### src/rtl/ccflag_eval.sv
module ccflag_eval (
  input  logic        clk,
  input  logic        rst_n,
  input  logic        op_vld,
  input  logic [3:0]  op_kind,
  input  logic [31:0] op_res,
  input  logic [31:0] op_src,
  output logic        flag_n,
  output logic        flag_z,
  output logic        flag_v,
  output logic        flag_c,
  output logic        flag_x,
  output logic        kind_err
);
  localparam logic [3:0] K_LOAD = 4'd0, K_LOGIC = 4'd1, K_ADD = 4'd2, K_SUB = 4'd3,
                         K_CMPB = 4'd4, K_CMPW = 4'd5, K_ADDX = 4'd6, K_SUBX = 4'd7,
                         K_SHIFT = 4'd8;

  logic        xin_a, xin_s;
  logic [31:0] addend, minuend;
  logic [7:0]  min8;
  logic [15:0] min16;
  logic        add_c, add_v, sub_c, sub_v;
  logic        b_c, b_v, w_c, w_v;
  logic        res_z;

  assign xin_a   = (op_kind == K_ADDX) & flag_x;
  assign xin_s   = (op_kind == K_SUBX) & flag_x;
  assign res_z   = (op_res == 32'd0);

  assign addend  = op_res - op_src - {31'd0, xin_a};
  assign add_c   = xin_a ? (op_res <= op_src) : (op_res < op_src);
  assign add_v   = (op_src[31] ^ op_res[31]) & ~(addend[31] ^ op_src[31]);

  assign minuend = op_res + op_src + {31'd0, xin_s};
  assign sub_c   = xin_s ? (minuend <= op_src) : (minuend < op_src);
  assign sub_v   = (minuend[31] ^ op_res[31]) & (minuend[31] ^ op_src[31]);

  assign min8    = op_res[7:0] + op_src[7:0];
  assign b_c     = min8 < op_src[7:0];
  assign b_v     = (min8[7] ^ op_res[7]) & (min8[7] ^ op_src[7]);

  assign min16   = op_res[15:0] + op_src[15:0];
  assign w_c     = min16 < op_src[15:0];
  assign w_v     = (min16[15] ^ op_res[15]) & (min16[15] ^ op_src[15]);

  logic nn, nz, nv, nc, nx, bad;

  always_comb begin
    nn  = op_res[31];
    nz  = res_z;
    nv  = 1'b0;
    nc  = 1'b0;
    nx  = flag_x;
    bad = 1'b0;
    case (op_kind)
      K_LOAD:  begin nn = op_res[3]; nz = op_res[2]; nv = op_res[1]; nc = op_res[0]; end
      K_LOGIC: ;
      K_ADD:   begin nv = add_v; nc = add_c; nx = add_c; end
      K_SUB:   begin nv = sub_v; nc = sub_c; nx = sub_c; end
      K_CMPB:  begin nn = op_res[7];  nz = (op_res[7:0] == 8'd0);   nv = b_v; nc = b_c; end
      K_CMPW:  begin nn = op_res[15]; nz = (op_res[15:0] == 16'd0); nv = w_v; nc = w_c; end
      K_ADDX:  begin nz = res_z & flag_z; nv = add_v; nc = add_c; nx = add_c; end
      K_SUBX:  begin nz = res_z & flag_z; nv = sub_v; nc = sub_c; nx = sub_c; end
      K_SHIFT: begin nc = (op_src != 32'd0); nx = nc; end
      default: begin
        nn = flag_n; nz = flag_z; nv = flag_v; nc = flag_c; bad = 1'b1;
      end
    endcase
  end

  always_ff @(posedge clk) begin
    if (!rst_n) begin
      {flag_n, flag_z, flag_v, flag_c, flag_x} <= 5'd0;
      kind_err <= 1'b0;
    end else begin
      kind_err <= op_vld & bad;
      if (op_vld) {flag_n, flag_z, flag_v, flag_c, flag_x} <= {nn, nz, nv, nc, nx};
    end
  end
endmodule

### config.mk
export PLATFORM = sky130hd
export DESIGN_NAME = ccflag_eval
export DESIGN_NICKNAME = d
export VERILOG_FILES = /design/src/rtl/ccflag_eval.sv
export SDC_FILE = /design/constraint.sdc
export NUM_CORES = 1
export LEC_CHECK = 0
export BUFFER_PORTS_ARGS = -buffer_cell sky130_fd_sc_hd__clkbuf_2
export CORE_ASPECT_RATIO = 0.8
export CORE_UTILIZATION = 30
export DETAILED_ROUTE_END_ITERATION = 8
export PLACE_DENSITY_LB_ADDON = 0.15
export SLEW_MARGIN = 30
export SYNTH_ARGS = -nofsm -noshare
export SYNTH_HDL_FRONTEND = slang
export SYNTH_SLANG_ARGS = --single-unit
### constraint.sdc
create_clock -name clk -period 5.8 [get_ports clk]
set_input_delay 0.58 -clock clk [delete_from_list [all_inputs] [get_ports clk]]
set_output_delay 0.58 -clock clk [all_outputs]
set_load 0.1 [all_outputs]
==> key figures, run 1 <==
Status
  • Status: finished, final reports clean

CTS
  • Clk buf depth: 2
  • Post-CTS Resized: 0
  • H-tree Lvls: 1
  • CTS tree: built
  • Clk_lat worst skew: 230 ps
  • Post-CTS Hold Fix Bufs: 0
  • CTS root buf: clkbuf_16
  • # clock sinks: 6
  • Post-CTS Setup Repair Bufs: 0
  • Clock-pin slew on the worst setup and hold paths: 40 ps
  • CTS Buf Count: 3

Power
  • Leak: 3.15 nW
  • P per Cell Area: roughly 130 nW/um2
  • Worst VDD drop: between 100 and 150 uV

Routing
  • Pre-antenna DRT Iters: 4
  • Drt total wl: 18000 um
  • Antenna Nets Post-Route: 0
  • Routed wire per std cell: 16.8 um
  • Total number of vias: 5374
  • Starting DRT DRC Count: around 330
  • Remaining routing DRC violations: 0
  • Vias per Instance: ~5.0

Synth
  • Top-count cell post-synth: ha_1
  • Mux share of post-synthesis cell area: 0.535%
  • Main area contributors after synthesis: ha_1 37%, inv_1 8.0%, xnor2_1 7.2%, a21oi_1 6.2%, o21ai_0 3.1%
  • Area leader, netlist: ha_1
  • Post-Syn Area per Cell: between 7 and 8 um2
  • Adder-Cell Fraction of Synth Area: 38.5%
  • Yosys reg bits: 6
  • Synth Instances: 750
  • Warnings, synthesis: 0
  • Largest family of logic cells by synthesized area: adder cells
  • Sequential fraction of the synthesis area: 2.14%
  • Xor and xnor area share after synthesis: 7.93%
  • Post-synth top flop: dfxtp_1
  • Post-Syn Area: 5610 um2
  • Synth Area in Compound Gates: around a quarter
  • Syn Nets: 992
  • Top cell type's share of synthesized area: 37.4%
  • Area share of and/or/nand/nor cells after synthesis: 15.8%
  • Synth async-reset ratio: 0%
  • Post-synth EDFFs: 0
  • Synth cell types: a little under 70
  • Post-synth top cells: 168 x ha_1, 119 x inv_1, 69 x a21oi_1

Global route
  • All-Layer GR Usage: 18.7%
  • First-pass GRT wire length: 28700 um
  • Vias in the first global route: 5101
  • Largest net degree at the start of global routing: 14
  • GRT Residual Overflow: 0
  • Antenna violations before repair: 0

Die
  • Die height: 124 um
  • Ports: 77
  • DIE AREA: 19300 um2
  • Num rows: 44
  • Initial Utilization: 30.8%
  • Die Width: around 150 um
  • Core area: 18200 um2

Critical path
  • CP required: 5910 ps
  • Reg2reg path depth: 19
  • CP Launch Type: input pin
  • Crit. Startpoint: op_kind[3]
  • Reg2reg setup slack: 920 ps
  • RR Startpoint: flag_x
  • Crit-path cells: clkbuf_2 -> nor2b_1 -> nand4_1 -> fa_1 -> fa_1 -> o21bai_4 -> a21oi_4 -> o21ai_2 -> a2111oi_4 -> o31ai_4 -> a211oi_4 -> o21ai_2 -> a311oi_2 -> xnor2_1 -> ha_1 -> nand4_1 -> or2_2 -> nor4_1 -> a21boi_0 -> o211a_1 -> a31oi_1
  • Crit-path slowest cell: fa_1
  • CP Max Fanout: 8
  • Crit Reg-Reg Endpoint: flag_c
  • Crit path kind: input pin to register
  • Critical Path AT: 5280 ps
  • Slowest stage delay, CP: 450 ps
  • Crit. End Element: register

Timing
  • Min cycle time layout: 5170 ps
  • Max Freq: 193 MHz
  • Max-slew violations: 0
  • Slew margin rel.: between 40 and 50%
  • Unrepaired setup endpoints after global routing: false
  • Endpoints failing setup: 0
  • Clock Skew: 0.109 ps
  • Hold_ws: about 540 ps
  • Worst-margin pin slew: 874 ps
  • Final Hold Vio Count: 0
  • Ratio of final minimum period to clock period: between 80 and 90%
  • Worst setup margin: 626 ps
  • Total negative slack: 0 ps

Finish
  • Post-route cell area: around 6300 um2
  • Reg area: 120 um2
  • Share of layout cells above drive strength 1: 12.5%
  • NumNets Final: between 1000 and 1500
  • Area Growth Syn to Fin: 12.9%
  • # diodes: 0
  • Filler instances: around 2000
  • Area occupied by multi-input gates: 4950 um2
  • End-of-flow core utilization: 34.8%

Worst hold path
  • Tightest Hold Check Type: register to register
  • Worst hold stages: 2
  • Hold Crit Start: flag_n
  • Hold endpoint: flag_n

Placed design
  • Place WS: 442 ps
  • Final RePlAce weighted congestion: roughly 0.89
  • DP HPWL: 16000 um
  • I/O Buffers: 76
  • Placed cell areas: 6260 um2

Flow run
  • Maxcap violations: 0
==> placed cells by master, fill, tap and decap left out, drive strengths merged, types with 8 or more instances in the layout <==
cell type / synthesis / layout
xnor2: 47 / 47
nor2: 46 / 46
nand2: 27 / 27
a211oi: 8 / 8
nor3: 15 / 15
a31oi: 8 / 8
o21bai: 19 / 19
inv: 126 / 126
nand3: 9 / 9
o21ai: 38 / 38
nor2b: 15 / 15
ha: 168 / 168
clkbuf: 4 / 79
nor4: 24 / 24
a21o: 18 / 18
nand4: 20 / 20
a21oi: 70 / 70
==> layer usage <==
layer	global-route usage, %	part of all wire (%)
met1	30.7	57
met3	1.11	3.2
met5	0	0
met4	0.349	0
met2	27.4	40
==> final cells by class <==
cell class | count | area share [%]
well taps | 253 | 4.99
flip-flops and latches | 6 | 1.89
multi-input cells | 607 | 78.2
repair buffers | 78 | 6.24
clock buffers | 3 | 1.18
inverters | 127 | 7.52
==> kinds of logic (layout without fill, tap and decap cells) <==
group                    count (synthesis)  in the layout
AO/OA/AOI/OAI                          210            210
AND/OR/NAND/NOR                        173            173
adder cells (fa/ha/maj)                171            171
buffers and inverters                  137            208
XOR/XNOR                                50             50
flip-flops                               6              6
multiplexers                             3              3
==> worst max-delay path by stage <==
| stage | end | slack (ps) | cells after the start |
|---|---|---|---|
| after floorplan | flag_c | 760 | 19 |
| after global placement | flag_c | 620 | 21 |
| after detailed placement | flag_c | 440 | 21 |
| after CTS | flag_c | 660 | 21 |
| after global routing | flag_c | 370 | 21 |
| final | flag_c | 630 | 21 |
==> state kept, by name (all words and copies together) (netlist names) <==
signal and flops:
flag_c 1, kind_err 1, flag_v 1, flag_x 1
flag_z 1, flag_n 1
==> power by group <==
part | internal (mW) | total (mW) | switching [mW]
sequential | 0.0443 | 0.0468 | 0.00243
clock | 0.0887 | 0.114 | 0.0257
combinational | 0.269 | 0.677 | 0.408
total | 0.402 | 0.838 | 0.436
==> worst max-delay path, delay by kind of cell <==
kind	cells	cell delay (ps)
AOI/OAI and AO/OA	11	2000
xor gates and xnor gates	1	150
adders and majority gates	3	1190
buffers and inverters	1	170
and+or+nand+nor	5	1210
==> per-stage QoR <==
stage          power, mW  instances
2_1_floorplan      0.528        750
3_3_place_gp       0.727       1071
3_5_place_dp       0.718       1071
4_1_cts            0.838       1074
5_1_grt            0.930       1074
6_report           0.838       1074
Note: power is estimated with default switching activity, not from simulation.
==> run 2, diff against run 1 <==
- CTS_BUF_LIST: default -> sky130_fd_sc_hd__clkbuf_8
- RECOVER_POWER: default -> 100
- SLEW_MARGIN: 30 -> default
==> key figures, run 2 (synthesis gave the netlist of run 1 again) <==
Critical path
  • Crit path kind: input pin to register (unchanged)
  • Critical Path AT: 5350 ps (was 5280 ps)
  • Crit Reg-Reg Endpoint: flag_c (unchanged)
  • Crit-path slowest cell: fa_1 (unchanged)
  • Reg2reg path depth: 19 (unchanged)
  • CP Launch Type: input pin (unchanged)
  • Reg2reg setup slack: 920 ps (about the same)
  • Crit-path cells: clkbuf_1 -> nor2b_1 -> nand4_1 -> fa_1 -> fa_1 -> o21bai_4 -> a21oi_4 -> o21ai_2 -> a2111oi_4 -> o31ai_4 -> a211oi_4 -> o21ai_2 -> a311oi_2 -> xnor2_1 -> ha_1 -> nand4_1 -> or2_2 -> nor4_1 -> a21boi_0 -> o211a_1 -> a31oi_1 (was clkbuf_2 -> nor2b_1 -> nand4_1 -> fa_1 -> fa_1 -> o21bai_4 -> a21oi_4 -> o21ai_2 -> a2111oi_4 -> o31ai_4 -> a211oi_4 -> o21ai_2 -> a311oi_2 -> xnor2_1 -> ha_1 -> nand4_1 -> or2_2 -> nor4_1 -> a21boi_0 -> o211a_1 -> a31oi_1)
  • Slowest stage delay, CP: 450 ps (about the same)
  • CP Max Fanout: 8 (unchanged)
  • CP required: 5910 ps (about the same)
  • Delay-heaviest family, CP: compound AO/OA/AOI/OAI gates (unchanged)
  • Crit. End Element: register (unchanged)
  • CP Buf/Inv Count: 1 (unchanged)
  • RR Startpoint: flag_x (unchanged)

Power
  • Worst VDD drop: 107 uV (was 138 uV)
  • Logic pwr share: 85.8% (was 80.8%)
  • Clock share of power: 8.3% (was 13.7%)
  • Leak: 3.10 nW (was 3.15 nW)
  • Sequential power share: 5.9% (was 5.6%)
  • P_int: 0.357 mW (was 0.402 mW)
  • P per Cell Area: 125 nW/um2 (was 132 nW/um2)
  • Switching part of the total power: 54.7% (was 52.0%)
  • Total net switching power: 0.431 mW (was 0.436 mW)

Timing
  • Worst-margin pin slew: 1170 ps (was 874 ps)
  • Ratio of final minimum period to clock period: 90.3% (was 89.2%)
  • Max Freq: 191 MHz (was 193 MHz)
  • Final Hold Vio Count: 0 (unchanged)
  • Max-slew violations: 0 (unchanged)
  • Slew margin rel.: 22.2% (was 41.3%)
  • Total negative slack: 0 ps (unchanged)
  • Clock Skew: 0.114 ps (was 0.109 ps)
  • Unrepaired setup endpoints after global routing: false (unchanged)
  • Min cycle time layout: 5240 ps (was 5170 ps)
  • Endpoints failing setup: 0 (unchanged)

Finish
  • Area Growth Syn to Fin: 12.1% (was 12.9%)
  • # diodes: 0 (unchanged)
  • NumNets Final: 1065 (unchanged)
  • Most common cell after layout, fill and taps aside: ha_1 (unchanged)
  • Commonest non-fill, non-tap cells in the layout: 168 x ha_1, 119 x inv_1, 69 x a21oi_1 (was 168 x ha_1, 119 x inv_1, 76 x clkbuf_2)
  • Share of layout cells above drive strength 1: 11.4% (was 12.5%)
  • Post-route cell area: 6290 um2 (was 6340 um2)

Die
  • Ports: 77 (unchanged)
  • Num rows: 44 (unchanged)
  • Die Width: 155 um (unchanged)
  • Initial Utilization: 30.8% (unchanged)
  • Die height: 124 um (unchanged)
  • Core area: 18200 um2 (unchanged)
  • DIE AREA: 19300 um2 (unchanged)

Routing
  • Drt total wl: 18100 um (was 18000 um)
  • Antenna Nets Post-Route: 0 (unchanged)
  • Vias per Instance: 4.99 (was 5.00)
  • Routed wire per std cell: 16.8 um (about the same)
  • Remaining routing DRC violations: 0 (unchanged)
  • Starting DRT DRC Count: 358 (was 332)
  • Pre-antenna DRT Iters: 4 (unchanged)
  • Total number of vias: 5363 (was 5374)

CTS
  • CTS tree: built (unchanged)
  • CTS root buf: clkbuf_8 (was clkbuf_16)
  • Post-CTS Resized: 0 (unchanged)
  • CTS Buf Count: 3 (unchanged)
  • Clk buf depth: 2 (unchanged)
  • Clk_lat worst skew: 230 ps (about the same)
  • Clock-pin slew on the worst setup and hold paths: 40 ps (about the same)
  • # clock sinks: 6 (unchanged)
  • Post-CTS Hold Fix Bufs: 0 (unchanged)
  • Post-CTS Setup Repair Bufs: 0 (unchanged)
  • H-tree Lvls: 1 (unchanged)

Global route
  • All-Layer GR Usage: 18.7% (about the same)
  • Vias in the first global route: 5101 (unchanged)
  • First-pass GRT wire length: 28700 um (about the same)
  • Largest net degree at the start of global routing: 14 (unchanged)
  • Antenna violations before repair: 0 (unchanged)
  • GRT Residual Overflow: 0 (unchanged)

Flow run
  • Maxcap violations: 0 (unchanged)

Worst hold path
  • Tightest Hold Check Type: register to register (unchanged)
  • Hold endpoint: flag_n (unchanged)
  • Hold Crit Start: flag_n (unchanged)
  • Worst hold stages: 2 (unchanged)

Placed design
  • DP HPWL: 16000 um (unchanged)
  • Final RePlAce weighted congestion: 0.889 (unchanged)
  • I/O Buffers: 76 (unchanged)
  • Placed cell areas: 6260 um2 (unchanged)

Status
  • Status: finished, final reports clean (unchanged)
[run 2: final cells by class]
cell class	instances	area, um2
Inverter	127	477
Tap cell	253	317
Fill cell	2019	11900
Multi-Input combinational cell	607	4950
Sequential cell	6	120
Timing Repair Buffer	78	382
Clock buffer	3	41.3
[run 2: power by group through the flow]
| stage | logic, mW | registers (mW) | clock network [mW] |
|---|---|---|---|
| final | 0.677 | 0.0467 | 0.0655 |
| after global routing | 0.764 | 0.0471 | 0.0685 |
| after CTS | 0.676 | 0.0466 | 0.0657 |
| after detailed placement | 0.671 | 0.0471 | 0 |
| after global placement | 0.679 | 0.0474 | 0 |
| after floorplan | 0.461 | 0.0664 | 0 |
[run 2: tightest hold or removal path, delay by kind of cell (launching register included)]
| kind | cells | cell delay [ps] |
|---|---|---|
| flops | 1 | 300 |
| compound gates | 2 | 190 |
[run 2: stage by stage]
stage | util, % | worst slack (ps) | total power, mW | cells | hold WS [ps]
floorplan | - | 756 | 0.528 | 750 | 707
global placement | 34.4 | 617 | 0.727 | 1071 | 535
detailed placement | 34.4 | 442 | 0.718 | 1071 | 536
CTS | 34.6 | 660 | 0.789 | 1074 | 543
global route | 34.5 | 300 | 0.879 | 1074 | 625
finish | 34.5 | 561 | 0.789 | 1074 | 541
[run 2: how the worst max path moves through the flow]
stage,cells past startpoint,start,slack (ps),endpoint
floorplan,19,flag_x,760,flag_c
global placement,21,op_kind[3],620,flag_c
detailed placement,21,op_kind[3],440,flag_c
CTS,21,op_kind[3],660,flag_c
global route,21,op_kind[3],300,flag_c
finish,21,op_kind[3],560,flag_c
[run 2: metal layers]
layer,vias to the layer above,share of wire (%),GRT usage [%]
met2,89,40,27.4
met3,2,3.0,1.11
met1,2472,57,30.7
li1,2800,-,-
met4,0,0.028,0.175
met5,-,0,0
==> run 3, diff against run 2 <==
- REMOVE_ABC_BUFFERS: default -> 1
==> key figures, run 3 (synthesis gave the netlist of run 1 again) <==
Status
  • Status: finished, final reports clean (unchanged)

CTS
  • CTS tree: built (unchanged)
  • Clk_lat worst skew: 220 ps (was 230 ps)
  • Post-CTS Setup Repair Bufs: 0 (unchanged)
  • CTS Buf Count: 3 (unchanged)
  • Post-CTS Hold Fix Bufs: 0 (unchanged)
  • # clock sinks: 6 (unchanged)
  • Clk buf depth: 2 (unchanged)
  • Clock-pin slew on the worst setup and hold paths: 40 ps (about the same)
  • Post-CTS Resized: 0 (unchanged)
  • H-tree Lvls: 1 (unchanged)
  • CTS root buf: clkbuf_8 (unchanged)

Power
  • P per Cell Area: 125 nW/um2 (about the same)
  • Worst VDD drop: 88.2 uV (was 107 uV)
  • Leak: 3.10 nW (about the same)
  • P_int: 0.357 mW (about the same)
  • Total net switching power: 0.429 mW (was 0.431 mW)
  • Logic pwr share: 86.1% (was 85.8%)
  • Sequential power share: 5.9% (about the same)
  • Switching part of the total power: 54.6% (was 54.7%)
  • Clock share of power: 8.0% (was 8.3%)

Global route
  • Largest net degree at the start of global routing: 14 (unchanged)
  • All-Layer GR Usage: 18.8% (was 18.7%)
  • Vias in the first global route: 5121 (was 5101)
  • GRT Residual Overflow: 0 (unchanged)
  • Antenna violations before repair: 0 (unchanged)
  • First-pass GRT wire length: 28800 um (was 28700 um)

Routing
  • Routed wire per std cell: 16.7 um (was 16.8 um)
  • Vias per Instance: 5.05 (was 4.99)
  • Drt total wl: 17900 um (was 18100 um)
  • Antenna Nets Post-Route: 0 (unchanged)
  • Starting DRT DRC Count: 366 (was 358)
  • Remaining routing DRC violations: 0 (unchanged)
  • Total number of vias: 5417 (was 5363)
  • Pre-antenna DRT Iters: 5 (was 4)

Timing
  • Min cycle time layout: 5270 ps (was 5240 ps)
  • Unrepaired setup endpoints after global routing: false (unchanged)
  • Ratio of final minimum period to clock period: 90.9% (was 90.3%)
  • Max Freq: 190 MHz (was 191 MHz)
  • Total negative slack: 0 ps (unchanged)
  • Endpoints failing setup: 0 (unchanged)
  • Slew margin rel.: 22.1% (was 22.2%)
  • Max-slew violations: 0 (unchanged)
  • Worst-margin pin slew: 1170 ps (about the same)
  • Clock Skew: 0.0593 ps (was 0.114 ps)
  • Final Hold Vio Count: 0 (unchanged)

Finish
  • Share of layout cells above drive strength 1: 11.3% (was 11.4%)
  • NumNets Final: 1064 (was 1065)
  • Most common cell after layout, fill and taps aside: ha_1 (unchanged)
  • # diodes: 0 (unchanged)
  • Area Growth Syn to Fin: 11.9% (was 12.1%)
  • Commonest non-fill, non-tap cells in the layout: 168 x ha_1, 119 x inv_1, 69 x a21oi_1 (unchanged)
  • End-of-flow core utilization: 34.5% (about the same)

Critical path
  • CP Launch Type: input pin (unchanged)
  • Crit. End Element: register (unchanged)
  • Crit path kind: input pin to register (unchanged)
  • CP required: 5900 ps (was 5910 ps)
  • Critical Path AT: 5370 ps (was 5350 ps)
  • CP Max Fanout: 8 (unchanged)

Placed design
  • Final RePlAce weighted congestion: 0.890 (was 0.889)
  • I/O Buffers: 76 (unchanged)
  • DP HPWL: 15900 um (was 16000 um)

Die
  • Num rows: 44 (unchanged)
  • Die Width: 155 um (unchanged)
  • Core area: 18200 um2 (unchanged)
  • DIE AREA: 19300 um2 (unchanged)
  • Initial Utilization: 30.8% (unchanged)
  • Die height: 124 um (unchanged)
  • Ports: 77 (unchanged)

Flow run
  • Maxcap violations: 0 (unchanged)

Worst hold path
  • Tightest Hold Check Type: register to register (unchanged)
## run 3: cell count changes in the layout (fill, tap and decap cells not counted), sizes merged
cell  before  now
buf        1    0
## run 3: worst max-delay path, stage by stage
cell	delay (ps)
clkbuf_1	190
nor2b_1	190
nand4_1	160
fa_1	440
fa_1	450
o21bai_4	170
a21oi_4	90
o21ai_2	240
a2111oi_4	140
o31ai_4	350
a211oi_4	140
o21ai_2	260
a311oi_2	140
xnor2_1	150
ha_1	290
nand4_1	120
or2_2	330
nor4_1	430
a21boi_0	230
o211a_1	180
a31oi_1	80
## run 3: final timing paths
kind | end | startpoint | slack, ps | cells past startpoint
setup reg to reg | flag_c | flag_x | 900 | 19
hold reg to reg | flag_n | flag_n | 540 | 2
setup / recovery | flag_c | op_kind[3] | 530 | 21
hold / removal | flag_n | flag_n | 540 | 2
## run 3: power groups by stage
stage | clock network [mW] | registers (mW) | logic [mW]
global placement | 0 | 0.0474 | 0.680
detailed placement | 0 | 0.0471 | 0.670
finish | 0.0626 | 0.0467 | 0.677
floorplan | 0 | 0.0664 | 0.453
CTS | 0.0625 | 0.0466 | 0.676
global route | 0.0663 | 0.0469 | 0.763
## run 3: metal layers
layer | wire length, um | track usage, % | share of wire, %
met5 | 0 | 0 | 0
met2 | 7010 | 27.2 | 39
met3 | 839 | 0.974 | 4.7
met4 | 116 | 1.34 | 0.65
met1 | 9980 | 30.8 | 56
## run 3: through the flow
stage / cells / total power [mW] / instance area [um2] / hold WS [ps] / setup slack, ps
4_1_cts: 1073 / 0.785 / 6300 / 536 / 558
6_report: 1073 / 0.786 / 6280 / 537 / 528
2_1_floorplan: 740 / 0.519 / 5550 / 669 / 756
3_3_place_gp: 1070 / 0.727 / 6260 / 535 / 542
5_1_grt: 1073 / 0.877 / 6280 / 549 / 204
3_5_place_dp: 1070 / 0.717 / 6260 / 526 / 352
## run 3: cell type report
type                            count  area, um2
Clock buffer                        3       41.3
Timing Repair Buffer               77        374
Sequential cell                     6        120
Fill cell                        2003      11900
Inverter                          127        477
Tap cell                          253        317
Multi-Input combinational cell    607       4950
